`src/rtl/ldpc_mp_pkg.sv`:
```
package ldpc_mp_pkg;

   localparam int N_BITS = 10;
   localparam int M_CHK  = 5;

   // row r, bit n = column n (rows listed high index first)
   localparam logic [M_CHK-1:0][N_BITS-1:0] H_MAT = {
      10'b0111001011,
      10'b1010111010,
      10'b1101011100,
      10'b0110110101,
      10'b1001100111
   };

   function automatic int row_deg(input int r);
      int c = 0;
      for (int n = 0; n < N_BITS; n++) if (H_MAT[r][n]) c++;
      return c;
   endfunction

   function automatic int col_deg(input int n);
      int c = 0;
      for (int r = 0; r < M_CHK; r++) if (H_MAT[r][n]) c++;
      return c;
   endfunction

   function automatic int kth_col(input int r, input int k);
      int c = 0;
      int res = 0;
      for (int n = 0; n < N_BITS; n++) begin
         if (H_MAT[r][n]) begin
            if (c == k) res = n;
            c++;
         end
      end
      return res;
   endfunction

   function automatic int kth_row(input int n, input int j);
      int c = 0;
      int res = 0;
      for (int r = 0; r < M_CHK; r++) begin
         if (H_MAT[r][n]) begin
            if (c == j) res = r;
            c++;
         end
      end
      return res;
   endfunction

   // edges numbered in row-major order over the ones of the matrix
   function automatic int edge_id(input int r, input int n);
      int e = 0;
      int res = 0;
      for (int rr = 0; rr < M_CHK; rr++) begin
         for (int nn = 0; nn < N_BITS; nn++) begin
            if (H_MAT[rr][nn]) begin
               if (rr == r && nn == n) res = e;
               e++;
            end
         end
      end
      return res;
   endfunction

   function automatic int num_edges();
      int e = 0;
      for (int r = 0; r < M_CHK; r++) e += row_deg(r);
      return e;
   endfunction

   function automatic int clamp_sym(input int v, input int lim);
      return (v > lim) ? lim : ((v < -lim) ? -lim : v);
   endfunction

endpackage

```
`src/rtl/ldpc_chk_node.sv`:
```
module ldpc_chk_node #(
   parameter int DEG = 6,
   parameter int W   = 6
) (
   input  logic signed [W-1:0] v2c_i [DEG],
   output logic signed [W-1:0] c2v_o [DEG]
);
   localparam int IW = (DEG > 1) ? $clog2(DEG) : 1;

   logic [W-1:0]  mag [DEG];
   logic [W-1:0]  min1, min2, pick;
   logic [IW-1:0] min_idx;
   logic          sgn_all;

   // two smallest magnitudes plus the position of the smallest
   always_comb begin
      sgn_all = 1'b0;
      min1    = '1;
      min2    = '1;
      min_idx = '0;
      for (int k = 0; k < DEG; k++) begin
         mag[k]  = v2c_i[k][W-1] ? $unsigned(-v2c_i[k]) : $unsigned(v2c_i[k]);
         sgn_all = sgn_all ^ v2c_i[k][W-1];
         if (mag[k] < min1) begin
            min2    = min1;
            min1    = mag[k];
            min_idx = IW'(k);
         end else if (mag[k] < min2) begin
            min2 = mag[k];
         end
      end
   end

   always_comb begin
      pick = '0;
      for (int k = 0; k < DEG; k++) begin
         pick     = (min_idx == IW'(k)) ? min2 : min1;
         c2v_o[k] = (sgn_all ^ v2c_i[k][W-1]) ? -$signed(pick) : $signed(pick);
      end
   end

endmodule

```
`src/rtl/ldpc_bit_node.sv`:
```
module ldpc_bit_node import ldpc_mp_pkg::*; #(
   parameter int DEG = 3,
   parameter int W   = 6
) (
   input  logic signed [W-1:0] ch_i,
   input  logic signed [W-1:0] c2v_i [DEG],
   output logic signed [W-1:0] v2c_o [DEG],
   output logic signed [W-1:0] post_o
);
   localparam int LIM = (1 << (W - 1)) - 1;

   int total;

   always_comb begin
      total = int'(ch_i);
      for (int k = 0; k < DEG; k++) total += int'(c2v_i[k]);
      post_o = W'(clamp_sym(total, LIM));
      for (int k = 0; k < DEG; k++)
         v2c_o[k] = W'(clamp_sym(total - int'(c2v_i[k]), LIM));
   end

endmodule

```
`src/rtl/ldpc_syndrome.sv`:
```
module ldpc_syndrome import ldpc_mp_pkg::*; (
   input  logic [N_BITS-1:0] word_i,
   output logic              zero_o
);
   logic [M_CHK-1:0] par;

   for (genvar r = 0; r < M_CHK; r++) begin : g_row
      assign par[r] = ^(word_i & H_MAT[r]);
   end

   assign zero_o = (par == '0);

endmodule

```
`src/rtl/ldpc_mp_dec.sv`:
```
module ldpc_mp_dec import ldpc_mp_pkg::*; #(
   parameter  int LLR_W    = 6,
   parameter  int MAX_ITER = 50,
   localparam int IT_W     = $clog2(MAX_ITER + 1)
) (
   input  logic                    clk,
   input  logic                    rst_n,
   input  logic                    start_i,
   input  logic [N_BITS*LLR_W-1:0] llr_i,
   input  logic                    chk_en_i,
   output logic [N_BITS-1:0]       hard_o,
   output logic                    ok_o,
   output logic [IT_W-1:0]         iters_o,
   output logic                    done_o
);
   localparam int N_EDGE = num_edges();
   localparam int LIM    = (1 << (LLR_W - 1)) - 1;

   if (LLR_W < 3 || LLR_W > 16) begin : g_bad_width
      initial $fatal(1, "ldpc_mp_dec: LLR_W out of range");
   end
   if (MAX_ITER < 1) begin : g_bad_limit
      initial $fatal(1, "ldpc_mp_dec: MAX_ITER must be positive");
   end

   logic                    busy_q;
   logic [IT_W-1:0]         cnt_q, it_now;
   logic signed [LLR_W-1:0] ch_in [N_BITS];
   logic signed [LLR_W-1:0] ch_q  [N_BITS];
   logic signed [LLR_W-1:0] post  [N_BITS];
   logic signed [LLR_W-1:0] v2c_q  [N_EDGE];
   logic signed [LLR_W-1:0] v2c_d  [N_EDGE];
   logic signed [LLR_W-1:0] v2c_ld [N_EDGE];
   logic signed [LLR_W-1:0] c2v    [N_EDGE];
   logic [N_BITS-1:0]       dec;
   logic                    synd_zero, last_it, eval, finish;

   // input unpack with symmetric clamp of the most negative code
   for (genvar n = 0; n < N_BITS; n++) begin : g_in
      logic signed [LLR_W-1:0] raw;
      assign raw      = llr_i[n*LLR_W +: LLR_W];
      assign ch_in[n] = (raw[LLR_W-1] && (raw[LLR_W-2:0] == '0)) ? LLR_W'(-LIM) : raw;
   end

   // check nodes read registered bit-to-check messages
   for (genvar r = 0; r < M_CHK; r++) begin : g_chk
      localparam int DEG = row_deg(r);
      logic signed [LLR_W-1:0] vin  [DEG];
      logic signed [LLR_W-1:0] cout [DEG];
      for (genvar k = 0; k < DEG; k++) begin : g_edge
         localparam int E = edge_id(r, kth_col(r, k));
         assign vin[k] = v2c_q[E];
         assign c2v[E] = cout[k];
      end
      ldpc_chk_node #(.DEG(DEG), .W(LLR_W)) u_cn (
         .v2c_i (vin),
         .c2v_o (cout)
      );
   end

   // bit nodes produce next messages, posteriors and decisions
   for (genvar n = 0; n < N_BITS; n++) begin : g_bit
      localparam int DEG = col_deg(n);
      logic signed [LLR_W-1:0] cin  [DEG];
      logic signed [LLR_W-1:0] vout [DEG];
      for (genvar j = 0; j < DEG; j++) begin : g_edge
         localparam int E = edge_id(kth_row(n, j), n);
         assign cin[j]    = c2v[E];
         assign v2c_d[E]  = vout[j];
         assign v2c_ld[E] = ch_in[n];
      end
      ldpc_bit_node #(.DEG(DEG), .W(LLR_W)) u_bn (
         .ch_i   (ch_q[n]),
         .c2v_i  (cin),
         .v2c_o  (vout),
         .post_o (post[n])
      );
      assign dec[n] = ~post[n][LLR_W-1] & (post[n] != '0);
   end

   ldpc_syndrome u_syn (
      .word_i (dec),
      .zero_o (synd_zero)
   );

   assign it_now  = cnt_q + 1'b1;
   assign last_it = (it_now == IT_W'(MAX_ITER));
   assign eval    = chk_en_i | last_it;
   assign finish  = busy_q & eval & (synd_zero | last_it);

   always_ff @(posedge clk or negedge rst_n) begin
      if (!rst_n) begin
         busy_q  <= 1'b0;
         cnt_q   <= '0;
         hard_o  <= '0;
         ok_o    <= 1'b0;
         iters_o <= '0;
         done_o  <= 1'b0;
      end else begin
         done_o <= 1'b0;
         if (busy_q) begin
            cnt_q <= it_now;
            if (finish) begin
               busy_q  <= 1'b0;
               done_o  <= 1'b1;
               hard_o  <= dec;
               ok_o    <= synd_zero;
               iters_o <= it_now;
            end
         end else if (start_i) begin
            busy_q <= 1'b1;
            cnt_q  <= '0;
         end
      end
   end

   always_ff @(posedge clk) begin
      if (!busy_q && start_i) begin
         ch_q  <= ch_in;
         v2c_q <= v2c_ld;
      end else if (busy_q) begin
         v2c_q <= v2c_d;
      end
   end

endmodule

```
`config.mk`:
```
export PLATFORM = sky130hd
export DESIGN_NAME = ldpc_mp_dec
export DESIGN_NICKNAME = d
export VERILOG_FILES = /design/src/rtl/ldpc_mp_pkg.sv /design/src/rtl/ldpc_chk_node.sv /design/src/rtl/ldpc_bit_node.sv /design/src/rtl/ldpc_syndrome.sv /design/src/rtl/ldpc_mp_dec.sv
export SDC_FILE = /design/constraint.sdc
export NUM_CORES = 2
export LEC_CHECK = 0
export BUFFER_PORTS_ARGS = -buffer_cell sky130_fd_sc_hd__buf_2
export CAP_MARGIN = 5
export CORE_UTILIZATION = 60
export CTS_BUF_LIST = sky130_fd_sc_hd__clkbuf_16
export CTS_CLUSTER_SIZE = 24
export DETAILED_ROUTE_END_ITERATION = 12
export PLACE_DENSITY = 0.79
export SLEW_MARGIN = 20
export SYNTH_ARGS = -nofsm -noshare
export SYNTH_HDL_FRONTEND = slang
export SYNTH_HIERARCHICAL = 1
export SYNTH_SLANG_ARGS = --single-unit
```
`constraint.sdc`:
```
create_clock -name clk -period 22.8 [get_ports clk]
set_input_delay 3.42 -clock clk [delete_from_list [all_inputs] [get_ports clk]]
set_output_delay 3.42 -clock clk [all_outputs]
set_load 0.02 [all_outputs]
```
## Yosys cells after proc, flatten, opt, wreduce, memory -nomap -nowiden

Index checks and enable logic that the tools add are counted.

| operators by class | value |
|---|---|
| $add $sub $neg | 121 |
| magnitude comparators | 135 |
| eq/ne operators | 26 |
| muxes and demuxes | 294 |
| bitwise gates (word level) | 79 |
| reductions and logical operators | 46 |

Operators by type and width:

| cell | count |
|---|---|
| $mux W6 | 262 |
| $gt A32 B6 Y1 const B | 40 |
| $lt A32 B6 Y1 const B | 40 |
| $sub A32 B6 Y32 | 30 |
| $mux W180 | 2 |
| $neg A6 Y6 | 60 |
| $add A32 B6 Y32 | 10 |
| $lt A6 B6 Y1 | 45 |
| $add A7 B6 Y8 | 10 |
| $add A6 B6 Y7 | 10 |
| $lt A6 B6 Y1 const B | 10 |
| $reduce_bool A6 Y1 | 10 |
| $logic_not A5 Y1 | 11 |
| $xor A1 B1 Y1 | 55 |
| $reduce_xor A10 Y1 | 5 |
| $eq A3 B2 Y1 const B | 10 |
| $eq A3 B3 Y1 const B | 10 |
| $mux W3 | 10 |
| $mux W2 | 10 |
| $eq A3 B1 Y1 const B | 5 |
| $logic_not A3 Y1 | 5 |
| $and A1 B1 Y1 | 12 |
| $logic_and A1 B1 Y1 | 11 |
| $mux W1 | 10 |
| 7 further kinds | 18 |

| word-level totals | value |
|---|---|
| flip-flop bits (word level) | 265 |
| bits of input ports | 64 |
| output and inout bits | 18 |
| word-level logic and storage cells | 747 |

## Logic depth before layout (Yosys ltp)

| depth | value |
|---|---|
| word-level depth | 35 |
| gate-level depth with buffers | 83 |
| gate-level depth less buffers | 74 |

## Hierarchy

The synthesis kept the hierarchy.

Modules (own cells, without submodules):

| module | instances | cells each | area each (sq um) | sequential area each (sq um) |
|---|---|---|---|---|
| ldpc_bit_node (g_bit[4].u_bn ...) | 6 | 333 | 2461.1 | 0.0 |
| ldpc_mp_dec | 1 | 878 | 10541.4 | 7832.5 |
| ldpc_chk_node (g_chk[1].u_cn ...) | 2 | 693 | 4616.9 | 0.0 |
| ldpc_bit_node (g_bit[0].u_bn ...) | 3 | 332 | 2551.2 | 0.0 |
| ldpc_chk_node (g_chk[4].u_cn) | 1 | 695 | 4695.8 | 0.0 |
| ldpc_chk_node (g_chk[0].u_cn) | 1 | 668 | 4505.6 | 0.0 |
| ldpc_chk_node (g_chk[3].u_cn) | 1 | 680 | 4501.8 | 0.0 |
| ldpc_bit_node (g_bit[3].u_bn) | 1 | 317 | 2426.1 | 0.0 |
| ldpc_syndrome | 1 | 22 | 201.4 | 0.0 |

## Worst setup path before layout

No wires, ideal clock.

| timing path | value |
|---|---|
| path kind | register to register |
| start | register v2c_q (netlist bit g_chk[4].vin[24]) |
| end | register hard_o[3] |
| library setup time | 0.125 ns |
| arrival | 16.347 ns |
| data required time | 22.675 ns |
| setup slack | 6.328 ns |
| stages on the path, launching flop included | 77 |
| buffers on the path | 8 |
| period minus slack after synthesis | 16.472 ns |
| path through | edfxtp_1 > inv_1 > ha_1 > nor2b_1 > xnor2_1 > inv_1 > ha_1 > o21ai_0 > nor2b_1 > o21ai_1 > a31oi_4 > buf_2 > buf_1 > mux2i_1 > inv_1 > ha_1 > o21a_1 > o2111ai_1 > [... 41 more ...] > fa_1 > nand2b_1 > a21oi_1 > o21ai_0 > o311ai_2 > a41oi_1 > or3b_1 > nor3_1 > a21oi_1 > xor3_1 > or3_1 > a211o_1 > a32oi_1 > and3_1 > a41o_1 > buf_6 > buf_12 > mux2_4 |

RTL lines:

| element | line | text |
|---|---|---|
| start: declaration | ldpc_mp_dec.sv:31 | `logic signed [LLR_W-1:0] v2c_q [N_EDGE];` |
| start signal: assignment | ldpc_mp_dec.sv:120 | `v2c_q <= v2c_ld;` |
| start signal: assignment | ldpc_mp_dec.sv:122 | `v2c_q <= v2c_d;` |
| end signal: assignment | ldpc_mp_dec.sv:95 | `hard_o <= '0;` |
| end signal: assignment | ldpc_mp_dec.sv:106 | `hard_o <= dec;` |
| end: declaration | ldpc_mp_dec.sv:11 | `output logic [N_BITS-1:0] hard_o,` |

==> results.md <==
* Post-Syn Nets at 8466
* Outcome: completed
* Startpoint Class: flop
* FMAX at 51.54 MHz
* Worst Path Arrival at 19890 ps
* Part of the Yosys area used for sequential elements at 0.1338
* Async SR Flop Fraction at 0.09434
* Die Y at 314.3 um
* NumNets Final at 8398
* Post-CTS Setup Inserts at 0
* Buffers on Ports at 81
* Final setup violation count at 0
* Synthesized area at 58530 sq um
* CTS root buffer: clkbuf_16
* Routed Antenna Nets at 0
* Clock Pin Slew Worst Setup and Hold Paths at 60 ps
* GP Congestion at 1.017
* # diodes at 0
* Number of global-route vias before repair at 54.94k
* Cts hold-fix bufs at 0
* Fin cells at 8875
* Per-cell routed wire length at 22.33 um
* Critical Path Slowest Stage Cell: a2111oi_0
* Mean Syn Cell Area at 7.660 sq um
* Clk sink count at 265
* Initial Util at 0.6052
* CTS tree: done
* Post-synth EDFFs at 240
* Core Area at 96710 sq um
* Synthesis-stage register bit count at 265
* Finished Core Util at 0.6327
* Worst skew pair latency at 620 ps
* Main synth FF type: edfxtp_1
* Grt ovf at 0
* Via count at 59.19k
* Tot GR Track Use at 0.3879
* Setup ws final at 3399 ps
* Fin crit share at 0.8509
* Most common cell after layout, fill and taps aside: nand2_1
* Num rows at 114
* Chip width at 314.3 um
* Crit Path Max Fanout at 24
* Final hold viol count at 0
* DRT iter0 DRCs at 6517
* Detailed Route WL at 198100 um
* Fin Clk Skew at 29.12 ps
* Storage element area at 7833 sq um
* Commonest non-fill, non-tap cells in the layout: nand2_1 (874), inv_1 (739), nor2_1 (613)
* DP Wirelength at 161500 um
* Fin. max-slew vios at 0
* Slowest stage delay, CP at 690 ps
* Post-layout min period at 19400 ps
* Setup Slack @ Placement at 3709 ps
* Drt via density at 6.669
* WS Path Type: reg -> reg
* CP most frequent cell: inv_1
* Worst Max-Slew Pin Slew at 1070 ps
* DP Cell Count at 8807
* First-pass GRT wire length at 304200 um
* # DRC at 0
* Multi-input logic area at 46910 sq um
* Data required, critical path at 23290 ps
* Setup_tns at 0 ps
* Mapped Cells at 7640
* Ports at 82
* Fillers at 8649
* Syn-to-layout area delta at 4.554%
* Largest net degree at the start of global routing at 118
* Drt pass-1 iters at 6
* Relative slew margins at 0.2802
* Setup crit end kind: flop
* Synth cell types at 160
* Post-CTS sizing at 0
* Hold Path Class: reg -> reg
* Antenna violations before repair at 1
* H-Tree Level Count at 2
* Yosys warnings at 6
* Max_cap viols at 0
* Inserted Clock Buffers at 39
* RSZ-0062 raised after global routing: no
* Clock Tree Buf Depth at 3
* Proportion of layout cells with a drive suffix above 1 at 0.07067
* Die area at 98800 sq um
-- worst max-delay path, delay by kind of cell, from the launching register on --
kind                       cells  cell delay (ps)
AOI/OAI and AO/OA             27             7680
and+or+nand+nor               13             2760
muxes                          5             1780
xor gates and xnor gates       2             1010
buffers and inverters         13             1980
adders and majority gates     11             3530
DFF                            1              520
-- cells by family (layout without fill, tap and decap cells) --
family / after synthesis / count (layout) / synth area share
AOI/OAI and AO/OA: 2322 / 2322 / 0.2882
adders and majority gates: 764 / 764 / 0.1851
muxes: 171 / 171 / 0.03093
DFF: 265 / 265 / 0.1338
buffers and inverters: 985 / 944 / 0.06538
and+or+nand+nor: 2688 / 2688 / 0.2287
xor gates and xnor gates: 445 / 445 / 0.06790
-- final cells by class --
type | instances | area share
Tap cell | 1276 | 0.02609
Timing Repair Buffer | 130 | 0.01264
Inverter | 746 | 0.04597
Clock inverter | 26 | 0.003496
Clock buffer | 42 | 0.01718
Multi-Input combinational cell | 6390 | 0.7666
Sequential cell | 265 | 0.1280
-- stage by stage --
stage / cell area (sq um) / hold WS (ps)
after floorplan: 58530 / 539.4
after global placement: 59900 / 489.8
after detailed placement: 59900 / 491.0
after CTS: 61170 / 510.8
after global routing: 61190 / 528.0
final: 61190 / 505.1
-- flip-flops by register name, summed over array words and instances, names as in the netlist --
name	flops
hard_o	10
done_o	1
busy_q	1
cnt_q	6
ok_o	1
g_chk.vin	180
ch_q	60
iters_o	6
-- layer usage --
metal / vias up / track usage / wire [um]
met3: 528 / 0.05856 / 18210
met5: - / 0 / 0
met1: 28052 / 0.5244 / 83550
met2: 2782 / 0.5976 / 85250
met4: 0 / 0.2022 / 11140
li1: 27824 / - / -
-- path summary, 6_finish.rpt --
check                                 start    endpoint  slack [ps]  cells after the start
max                        g_chk[4].vin[24]   hard_o[1]        3400                     71
min                              iters_o[3]  iters_o[3]         510                      1
max reg2reg                g_chk[4].vin[24]   hard_o[1]        3400                     71
min reg2reg                      iters_o[3]  iters_o[3]         510                      1
max in group asynchronous             rst_n   hard_o[0]       19620                      1
min in group asynchronous             rst_n   hard_o[8]        2800                      1
-- cell usage after synthesis, drive strengths merged (114+ instances only) --
library cell,n,area (sq um)
clkbuf,165,619.3
o21ai,458,2341
o211ai,114,973.4
nand3,155,790.8
nand2b,179,1122
mux2i,119,1195
fa,170,3403
ha,592,7407
nor2,617,2336
xor2,161,1418
nand2,876,3293
a21oi,471,2436
xnor2,282,2507
a211oi,140,1254
nor3,181,925.9
a21o,142,1075
a31oi,160,1062
inv,746,2800
o21a,121,909.6
edfxtp,240,7207
Power is not shown: default switching activity piles up to over one toggle a cycle in this logic, so the estimate is an artifact.
